<file path="config.mk">
export PLATFORM = sky130hd
export DESIGN_NAME = packed_sa
export DESIGN_NICKNAME = d
export VERILOG_FILES = /design/src/rtl/packed_sa_pkg.sv /design/src/rtl/packed_sa_delay.sv /design/src/rtl/packed_sa_loader.sv /design/src/rtl/packed_sa_cell.sv /design/src/rtl/packed_sa.sv
export SDC_FILE = /design/constraint.sdc
export NUM_CORES = 2
export LEC_CHECK = 0
export BUFFER_PORTS_ARGS = -buffer_cell sky130_fd_sc_hd__buf_2
export CORE_UTILIZATION = 45
export DETAILED_ROUTE_END_ITERATION = 10
export PLACE_DENSITY = 0.7
export RECOVER_POWER = 25
export SLEW_MARGIN = 15
export SYNTH_ARGS = -nofsm -noshare
export SYNTH_HDL_FRONTEND = slang
export SYNTH_SLANG_ARGS = --single-unit
</file>
<file path="constraint.sdc">
create_clock -name clk_i -period 6.2 [get_ports clk_i]
set_clock_uncertainty 0.15 [all_clocks]
set_input_delay 0.31 -clock clk_i [delete_from_list [all_inputs] [get_ports clk_i]]
set_output_delay 0.31 -clock clk_i [all_outputs]
set_load 0.02 [all_outputs]
</file>
<file path="src/rtl/packed_sa_pkg.sv">
package packed_sa_pkg;
  localparam int LANES      = 8;
  localparam int LANE_IDX_W = $clog2(LANES);
  localparam int SHIFT_W    = 4;

  typedef struct packed {
    logic                  en;
    logic                  neg;
    logic [SHIFT_W-1:0]    sh;
    logic [LANE_IDX_W-1:0] lane;
  } cell_wt_t;

  localparam int WT_W = $bits(cell_wt_t);
endpackage

</file>
<file path="src/rtl/packed_sa_delay.sv">
module packed_sa_delay #(
  parameter int W     = 8,
  parameter int DEPTH = 1
) (
  input  logic         clk_i,
  input  logic         rst_ni,
  input  logic [W-1:0] d_i,
  output logic [W-1:0] q_o
);
  if (DEPTH == 0) begin : g_wire
    assign q_o = d_i;
  end else begin : g_regs
    logic [W-1:0] st_q [DEPTH];
    always_ff @(posedge clk_i or negedge rst_ni) begin
      if (!rst_ni) begin
        for (int i = 0; i < DEPTH; i++) st_q[i] <= '0;
      end else begin
        st_q[0] <= d_i;
        for (int i = 1; i < DEPTH; i++) st_q[i] <= st_q[i-1];
      end
    end
    assign q_o = st_q[DEPTH-1];
  end
endmodule

</file>
<file path="src/rtl/packed_sa_loader.sv">
module packed_sa_loader #(
  parameter int TOTAL = 16
) (
  input  logic             clk_i,
  input  logic             rst_ni,
  input  logic             load_enable_i,
  output logic [TOTAL-1:0] we_o
);
  localparam int CNT_W = $clog2(TOTAL + 1);

  logic [CNT_W-1:0] cnt_q;

  always_ff @(posedge clk_i or negedge rst_ni) begin
    if (!rst_ni)                         cnt_q <= '0;
    else if (!load_enable_i)             cnt_q <= '0;
    else if (cnt_q != CNT_W'(TOTAL))     cnt_q <= cnt_q + 1'b1;
  end

  for (genvar i = 0; i < TOTAL; i++) begin : g_we
    assign we_o[i] = load_enable_i && (cnt_q == CNT_W'(i));
  end

  // saturated counter stays saturated for the rest of the window
  a_r5_full_hold: assert property (@(posedge clk_i) disable iff (!rst_ni)
    (load_enable_i && cnt_q == CNT_W'(TOTAL)) |=> (cnt_q == CNT_W'(TOTAL)));
endmodule

</file>
<file path="src/rtl/packed_sa_cell.sv">
module packed_sa_cell
  import packed_sa_pkg::*;
#(
  parameter int DATA_W = 8,
  parameter int ACC_W  = 26
) (
  input  logic                    clk_i,
  input  logic                    rst_ni,
  input  logic                    wt_we_i,
  input  cell_wt_t                wt_i,
  input  logic [LANES*DATA_W-1:0] lanes_i,
  input  logic [ACC_W-1:0]        psum_i,
  output logic [ACC_W-1:0]        psum_o
);
  cell_wt_t                 wt_q;
  logic signed [DATA_W-1:0] sel;
  logic signed [ACC_W-1:0]  ext, mag, term;
  logic [ACC_W-1:0]         psum_d, psum_q;

  always_ff @(posedge clk_i or negedge rst_ni) begin
    if (!rst_ni)      wt_q <= '0;
    else if (wt_we_i) wt_q <= wt_i;
  end

  always_comb begin
    sel    = lanes_i[wt_q.lane*DATA_W +: DATA_W];
    ext    = {{(ACC_W-DATA_W){sel[DATA_W-1]}}, sel};
    mag    = ext <<< wt_q.sh;
    term   = wt_q.neg ? -mag : mag;
    psum_d = wt_q.en ? psum_i + term : psum_i;
  end

  always_ff @(posedge clk_i or negedge rst_ni) begin
    if (!rst_ni) psum_q <= '0;
    else         psum_q <= psum_d;
  end

  assign psum_o = psum_q;

  // empty cell forwards the incoming partial sum untouched
  a_r3_bypass: assert property (@(posedge clk_i) disable iff (!rst_ni)
    (!wt_q.en) |=> (psum_o == $past(psum_i)));
endmodule

</file>
<file path="src/rtl/packed_sa.sv">
module packed_sa
  import packed_sa_pkg::*;
#(
  parameter  int ROWS   = 4,
  parameter  int COLS   = 4,
  parameter  int DATA_W = 8,
  localparam int ACC_W  = DATA_W + (2**SHIFT_W - 1) + $clog2(ROWS) + 1
) (
  input  logic                         clk_i,
  input  logic                         rst_ni,
  input  logic                         load_enable_i,
  input  logic [WT_W-1:0]              load_word_i,
  input  logic                         in_valid_i,
  input  logic [ROWS*LANES*DATA_W-1:0] in_data_i,
  output logic                         out_valid_o,
  output logic [COLS*ACC_W-1:0]        out_sum_o
);
  localparam int GRP_W   = LANES * DATA_W;
  localparam int TOTAL   = ROWS * COLS;
  localparam int LATENCY = ROWS + COLS - 1;

  logic [TOTAL-1:0] cell_we;
  cell_wt_t         load_wt;
  logic             accept;
  logic [GRP_W-1:0] h_bus [ROWS][COLS];
  logic [ACC_W-1:0] v_bus [ROWS+1][COLS];

  assign load_wt = cell_wt_t'(load_word_i);
  assign accept  = in_valid_i && !load_enable_i;

  packed_sa_loader #(.TOTAL(TOTAL)) u_loader (
    .clk_i, .rst_ni, .load_enable_i, .we_o(cell_we)
  );

  packed_sa_delay #(.W(1), .DEPTH(LATENCY)) u_vld (
    .clk_i, .rst_ni, .d_i(accept), .q_o(out_valid_o)
  );

  for (genvar r = 0; r < ROWS; r++) begin : g_row
    packed_sa_delay #(.W(GRP_W), .DEPTH(r)) u_skew (
      .clk_i, .rst_ni, .d_i(in_data_i[r*GRP_W +: GRP_W]), .q_o(h_bus[r][0])
    );
    for (genvar c = 0; c < COLS; c++) begin : g_col
      if (c < COLS - 1) begin : g_hop
        packed_sa_delay #(.W(GRP_W), .DEPTH(1)) u_hop (
          .clk_i, .rst_ni, .d_i(h_bus[r][c]), .q_o(h_bus[r][c+1])
        );
      end
      packed_sa_cell #(.DATA_W(DATA_W), .ACC_W(ACC_W)) u_cell (
        .clk_i, .rst_ni,
        .wt_we_i (cell_we[c*ROWS + r]),
        .wt_i    (load_wt),
        .lanes_i (h_bus[r][c]),
        .psum_i  (v_bus[r][c]),
        .psum_o  (v_bus[r+1][c])
      );
    end
  end

  for (genvar c = 0; c < COLS; c++) begin : g_out
    assign v_bus[0][c] = '0;
    packed_sa_delay #(.W(ACC_W), .DEPTH(COLS-1-c)) u_deskew (
      .clk_i, .rst_ni, .d_i(v_bus[ROWS][c]), .q_o(out_sum_o[c*ACC_W +: ACC_W])
    );
  end

  // the loader never writes two cells in one cycle
  a_r4_single_write: assert property (@(posedge clk_i) disable iff (!rst_ni)
    $onehot0(cell_we));

  // a valid strobe always comes with fully defined sums
  a_r7_known_result: assert property (@(posedge clk_i) disable iff (!rst_ni)
    out_valid_o |-> !$isunknown(out_sum_o));
endmodule

</file>
# ---- After elaboration in Yosys (flattened, before gate mapping)
# Cells that the tools add are included.
dict set report totals {
  reg_bits 1880
  latch_bits 0
  ramBits 0
  mem_bits_ro 0
  word_cells 243
  memories 0
}
dict set report op_classes {
  n_addsub 29
  n_mul 0
  div 0
  order_cmp 0
  n_eq_ne 17
  shifts 32
  n_mux 34
  bitwise_logic 0
  reduce_logical 19
}
# cell count
set op_table {}
lappend op_table {{$shiftx A64 B7 Y8} 16}
lappend op_table {{$mux W26} 32}
lappend op_table {{$neg A26 Y26} 16}
lappend op_table {{$sshl A8 B4 Y26} 16}
lappend op_table {{$add A26 B26 Y26} 12}
lappend op_table {{$eq A5 B4 Y1 const B} 8}
lappend op_table {{$eq A5 B3 Y1 const B} 4}
lappend op_table {{$logic_and A1 B1 Y1} 17}
lappend op_table {{$eq A5 B2 Y1 const B} 2}
lappend op_table {{$mux W5} 2}
lappend op_table {{$add A5 B1 Y5 const B} 1}
lappend op_table {{$eq A5 B1 Y1 const B} 1}
lappend op_table {{$logic_not A5 Y1} 1}
lappend op_table {{$ne A5 B5 Y1 const B} 1}
lappend op_table {{$ne A2 B1 Y1 const B} 1}
lappend op_table {{$logic_not A1 Y1} 1}

# ---- Longest topological paths before layout
dict set report depth {
  word_depth 6
  ltp_mapped 27
}

# ---- By module
# From an unflattened synthesis, not the netlist that was laid out.
dict set report unflattened {
  hier_cells 11043
  hier_area_um2 117430.1
}
# module instances cells_each area_each_um2 seq_area_each_um2
set by_module_without_submodules {}
lappend by_module_without_submodules {{packed_sa_cell at g_row[0].g_col[0].u_cell ...} 7 629 5360.1 875.8}
lappend by_module_without_submodules {{packed_sa_cell at g_row[2].g_col[1].u_cell ...} 5 562 5052.3 875.8}
lappend by_module_without_submodules {{packed_sa_delay at g_row[0].g_col[0].g_hop.u_hop ...} 13 64 1601.5 1601.5}
lappend by_module_without_submodules {{packed_sa_delay at g_row[3].u_skew} 1 256 5285.1 4804.6}
lappend by_module_without_submodules {{packed_sa_cell at g_row[0].g_col[2].u_cell} 1 573 5210.0 875.8}
lappend by_module_without_submodules {{packed_sa_cell at g_row[0].g_col[3].u_cell} 1 547 4877.2 875.8}
lappend by_module_without_submodules {{packed_sa_cell at g_row[3].g_col[1].u_cell} 1 519 4630.7 875.8}
lappend by_module_without_submodules {{packed_sa_cell at g_row[3].g_col[2].u_cell} 1 553 4490.6 875.8}
lappend by_module_without_submodules {{packed_sa_delay at g_row[2].u_skew} 1 192 3683.5 3203.1}
lappend by_module_without_submodules {{packed_sa_delay at g_out[0].u_deskew} 1 104 2147.1 1951.9}
lappend by_module_without_submodules {{packed_sa_delay at g_out[1].u_deskew} 1 78 1496.4 1301.2}
lappend by_module_without_submodules {{packed_sa_delay at g_out[2].u_deskew} 1 26 650.6 650.6}
lappend by_module_without_submodules {packed_sa_loader 1 51 488.0 125.1}
lappend by_module_without_submodules {{packed_sa_delay at g_row[0].u_skew} 1 64 480.5 0.0}
lappend by_module_without_submodules {{3 more rows} -- -- -- --}

# ---- Least setup slack after synthesis
# Ideal clock, no wire load.
dict set report synth_path {
  path_kind {reg2reg}
  start {register g_row[2].g_col[2].u_cell.wt_q[1] (netlist name)}
  end {register g_row[2].g_col[2].u_cell.psum_q[25]}
  setup_ps 123
  t_arrival_ps 6463
  t_required_ps 5927
  setup_slack_ps -536
  stages_incl_launch_ff 25
  period_less_slack_ps 6736
  cell_sequence {dfrtp_1 -> clkbuf_1 -> buf_1 -> clkbuf_1 -> mux4_2 -> mux2i_1 -> nor3b_1 -> a221oi_1 -> mux2_2 -> nor2b_1 -> or3_1 -> o21ai_0 -> xnor2_1 -> ha_1 -> a211oi_1 -> nand2_1 -> o311ai_0 -> o21a_1 -> a21oi_1 -> o41a_1 -> a221o_1 -> o41ai_1 -> xor2_1 -> nand2_1 -> xnor2_1}
}
dict set report synth_between {
  elab_chain_cells 6
}
# item line_no
set synth_lines {}
lappend synth_lines {{start: declaration} packed_sa_cell.sv:15} ;# cell_wt_t wt_q;
lappend synth_lines {{start signal: assignment} packed_sa_cell.sv:22} ;# else if (wt_we_i) wt_q <= wt_i;
lappend synth_lines {{$shiftx A64 B7 Y8 *} packed_sa_cell.sv:26} ;# sel = lanes_i[wt_q.lane*DATA_W +: DATA_W];
lappend synth_lines {{$sshl A8 B4 Y26 *} packed_sa_cell.sv:28} ;# mag = ext <<< wt_q.sh;
lappend synth_lines {{$neg A26 Y26} packed_sa_cell.sv:29} ;# term = wt_q.neg ? -mag : mag;
lappend synth_lines {{$mux W26 *} packed_sa_cell.sv:29}
lappend synth_lines {{$add A26 B26 Y26 *} packed_sa_cell.sv:30} ;# psum_d = wt_q.en ? psum_i + term : psum_i;
lappend synth_lines {{$mux W26 *} packed_sa_cell.sv:30}
lappend synth_lines {{named net g_row[2].g_col[2].u_cell.psum_d[25]} packed_sa_cell.sv:18} ;# logic [ACC_W-1:0] psum_d, psum_q;
lappend synth_lines {{end signal: assignment} packed_sa_cell.sv:35} ;# else psum_q <= psum_d;
lappend synth_lines {{end: declaration} packed_sa_cell.sv:18}
# Mark *: on every way through the listed nets, which the timed path passes. The rest lies on a longest branch.
# A chain may end at the register's enable or synchronous reset.

# ---- Worst setup path in the final report
dict set report layout_path {
  start {register g_row[2].g_col[3].u_cell.wt_q[1] (netlist name)}
  end {register g_row[2].g_col[3].u_cell.psum_q[25]}
}
dict set report layout_between {
  elab_chain_cells 6
}
# item line_no
set layout_lines {}
lappend layout_lines {{start: declaration} packed_sa_cell.sv:15}
lappend layout_lines {{start signal: assignment} packed_sa_cell.sv:22}
lappend layout_lines {{$shiftx A64 B7 Y8 *} packed_sa_cell.sv:26}
lappend layout_lines {{$sshl A8 B4 Y26 *} packed_sa_cell.sv:28}
lappend layout_lines {{$neg A26 Y26} packed_sa_cell.sv:29}
lappend layout_lines {{$mux W26 *} packed_sa_cell.sv:29}
lappend layout_lines {{$add A26 B26 Y26 *} packed_sa_cell.sv:30}
lappend layout_lines {{$mux W26 *} packed_sa_cell.sv:30}
lappend layout_lines {{named net g_row[2].g_col[3].u_cell.psum_d[25]} packed_sa_cell.sv:18}
lappend layout_lines {{end signal: assignment} packed_sa_cell.sv:35}
lappend layout_lines {{end: declaration} packed_sa_cell.sv:18}
# Marked as above.

==> metrics <==
slew margin rel.=22.3%; leakage=54.4 nW; Yosys reg bits=1880; multi-input logic area=0.0503 sq mm; largest net degree at the start of global routing=196; Synthesis Warnings=0; Congestion Overflow GR=0; final WL=312000 um; prevailing post-synth register cell=dfrtp_1; endpoints failing setup=0; first-pass GRT wire length=471000 um; post-synthesis cell count=8403; cts bufs inserted=195; gr usage total=27.9%; Non-Filler Instances=12880; CP Max Fanout=4; Placed Area=0.109 sq mm; clk slew on worst S/H paths=0.06 ns; worst slack, placed=-0.240 ns; mux cell area share after synthesis=19.0%; area grow syn2layout=23.9%; die area=0.222 sq mm; status=finished clean; worst hold endpoint=g_row[1].g_col[1].u_cell.wt_q[8]$_DFFE_PN0P_; crit end category=flip-flop; main combinational cell family by area after synthesis=multiplexers; Final Wtd Congestion=0.983; Worst IR Drop VDD=0.000385 V; CTS Sinks=1880; Post-synth EDFFs=0; max-cap viol count=0; Synth cell types=89; core area=0.218 sq mm; Synth Area in Adders=4.61%; Final Max Tran Viols=0; Final period util=98.8%; vias in the first global route=76454; setup ws final=0.0745 ns; share of layout cells above drive strength 1=28.1%; RSZ-0062 raised after global routing=yes; post-synthesis sequential area ratio=47.6%; FF-to-FF setup slack=0.07 ns; FP Rows=171; worst hold path cell count=3; post-synthesis simple-gate area fraction=9.73%; Min Hold Slack=0.0572 ns; Worst Max-Slew Pin Slew=1.17 ns; reg2reg start=g_row[2].g_col[3].u_cell.wt_q[1]$_DFFE_PN0P_; drt first pass iters=8; min Tclk post-route=6.13 ns; Design Power=53.6 mW; Fin. Hold Viols=0; vias=75300; Finished Cell Area=0.123 sq mm; clk buf depth=3; wire per inst=24.2 um; reg-to-reg endpoint=g_row[2].g_col[3].u_cell.psum_o[25]$_DFF_PN0_; HP Start=load_word_i[8]; 1st-iter DRT viols=6684; Worst setup SP type=flip-flop; Max Freq=0.163 GHz; Final TNS setup=0 ns; worst-skew pair later-pin latency=0.90 ns; Post-Synthesis Cell Area=0.0988 sq mm; post-synthesis xor/xnor area fraction=5.02%; Port Buffers=373; Core Util, Final=56.2%; Cell Pwr Density=438 mW/mm^2; die height=471 um; Initial Util=45.4%; H-Tree Depth=4; Worst EP arrival=6.68 ns; DP Cell Count=11926; Crit Path Class=flip-flop to flip-flop; DRC viols=0; Die W=471 um; Detail Placement HPWL=228000 um; FILL cells=17762; number of vias per cell=5.85; Syn Nets=9029; initial antenna violation count=16; R2R depth=22; Compound-Gate Fraction of Synth Area=11.4%; IO Pins=374; Critical Path RT=6.76 ns; TritonCTS clock tree=yes; nets@finish=10482; register area=0.0471 sq mm; Routed Antenna Nets=0; Synth Area per Inst=11.8 sq um; async set-reset flop share out of synthesis=100%; clock root buffer=clkbuf_16; Hold Crit Class=input pin to flip-flop
-- what timing repair did --
action | CTS | global route
endpoints found under the hold margin | 432 | 0
resized for setup | 43 | 270
cloned | 2 | 6
hold buffers | 523 | 0
pin swaps | 9 | 97
endpoints found under the setup margin | 19 | 61
buffers inserted | 6 | 52
-- power breakdown --
group          internal [mW]  total, mW  leakage [nW]  switching [mW]
clock                   7.11       12.4          3.32            5.28
combinational           12.1       25.7          28.4            13.7
sequential              14.0       15.5          22.7            1.58
total                   33.1       53.6          54.4            20.5
-- cells in the mapped netlist (38+ instances only) --
master,instances,area (sq um)
dfrtp_1,1880,47000
nand2_1,621,2330
nor2_1,524,1970
mux4_2,486,10900
mux2_2,483,5440
o21ai_0,440,2200
a21oi_1,430,2150
xnor2_1,396,3470
ha_1,345,4320
clkbuf_1,333,1250
mux2i_1,240,2400
xor2_1,170,1490
inv_1,159,597
a21o_1,156,1170
nand3_1,138,691
and2_1,131,820
nand2b_1,101,632
nor3_1,100,500
nor2b_1,81,507
o31ai_1,79,593
buf_1,66,248
a31oi_1,65,407
or3_1,65,407
o21a_1,64,480
a211oi_1,62,465
or2_2,57,357
buf_4,52,390
and3_1,45,282
o21bai_1,43,323
o22ai_1,38,238
-- layout make-up --
type | count | area share (%)
multi-input combinational | 5884 | 41.1
sequential | 1880 | 38.4
timing repair buffer | 1719 | 11.4
clock buffer | 255 | 4.41
tap | 2854 | 2.91
clock inverter | 97 | 1.19
inverter | 176 | 0.539
antenna | 15 | 0.0306
-- cell usage in the layout, fill, tap and decap left out, types with 23 or more instances in the layout --
cell type and instances:
nand3_1 136, buf_2 372, o21ai_1 29, mux4_2 486
a21oi_1 400, a211oi_1 55, o31ai_1 63, dfrtp_1 1860
nor2_1 516, dlygate4sd3_1 522, mux2i_1 224, xor2_1 168
nor3_1 93, o21bai_1 42, a31oi_1 59, and2_1 129
clkbuf_8 30, nand4_1 28, ha_1 341, xnor2_1 387
clkbuf_1 30, buf_4 766, or2_2 56, a21o_1 156
nor2b_1 81, inv_1 159, a21boi_0 23, nand2b_1 100
a21oi_2 30, buf_12 42, nand2_1 616, o211ai_1 31
or3_1 54, mux2_2 477, and3_1 45, clkinv_2 27
o21a_1 64, o22ai_1 37, o21ai_0 395, clkbuf_16 201
-- sequential cells by signal (all words and copies together), names as in the netlist --
name and count:
g_row.g_col.g_hop.u_hop.q_o 768, g_row.g_col.u_cell.psum_o 416, g_row.u_skew.q_o 192, g_row.u_skew.g_regs.st_q 192
g_row.g_col.u_cell.wt_q 144, g_out.u_deskew.g_regs.st_q 78, g_out.u_deskew.q_o 78, u_vld.g_regs.st_q 6
u_loader.cnt_q 5, u_vld.q_o 1
-- how the worst max path moves through the flow --
stage / from / endpoint / slack, ns
floorplan: g_row[2].g_col[2].u_cell.wt_q[1]$_DFFE_PN0P_ / g_row[2].g_col[2].u_cell.psum_o[25]$_DFF_PN0_ / -0.07
global placement: g_row[2].g_col[3].u_cell.wt_q[1]$_DFFE_PN0P_ / g_row[2].g_col[3].u_cell.psum_o[25]$_DFF_PN0_ / -0.18
detailed placement: g_row[3].g_col[0].u_cell.wt_q[1]$_DFFE_PN0P_ / g_row[3].g_col[0].u_cell.psum_o[25]$_DFF_PN0_ / -0.24
CTS: g_row[3].g_col[3].u_cell.wt_q[0]$_DFFE_PN0P_ / g_row[3].g_col[3].u_cell.psum_o[24]$_DFF_PN0_ / 0.0004
global route: g_row[2].g_col[2].u_cell.wt_q[1]$_DFFE_PN0P_ / g_row[2].g_col[2].u_cell.psum_o[25]$_DFF_PN0_ / -0.09
finish: g_row[2].g_col[3].u_cell.wt_q[1]$_DFFE_PN0P_ / g_row[2].g_col[3].u_cell.psum_o[25]$_DFF_PN0_ / 0.07
-- per-layer routing --
metal	GRT usage, %	vias up	wire length (um)
met2	44.9	2893	148000
met1	36.9	38099	129000
met3	5.12	685	20300
li1	-	33617	-
met5	0	-	34
met4	12.1	6	14700
-- logic make-up after synthesis --
| family | count (synthesis) |
|---|---|
| simple gates | 2009 |
| compound gates | 1743 |
| mux | 1209 |
| xor+xnor | 566 |
| fa+ha+maj | 357 |
| buf+inv | 639 |
| flops | 1880 |
-- worst max-delay path, stage by stage, from the launching register on --
cell and delay (ns):
dfrtp_2 0.46, clkbuf_16 0.18, mux4_2 0.53, mux4_2 0.49, mux2_2 0.33, a221o_1 0.36, inv_1 0.06, and2_4 0.14
nand2_1 0.05, or4_4 0.55, nand2_1 0.11, xnor2_1 0.13, ha_1 0.28, a21o_1 0.18, a21oi_2 0.17, a21oi_1 0.12
a211oi_4 0.28, o31ai_4 0.11, a21oi_2 0.15, nor2b_1 0.06, o21ai_1 0.19, mux4_2 0.52, a2111o_1 0.35
No activity file was read; power rests on OpenSTA's default activity.
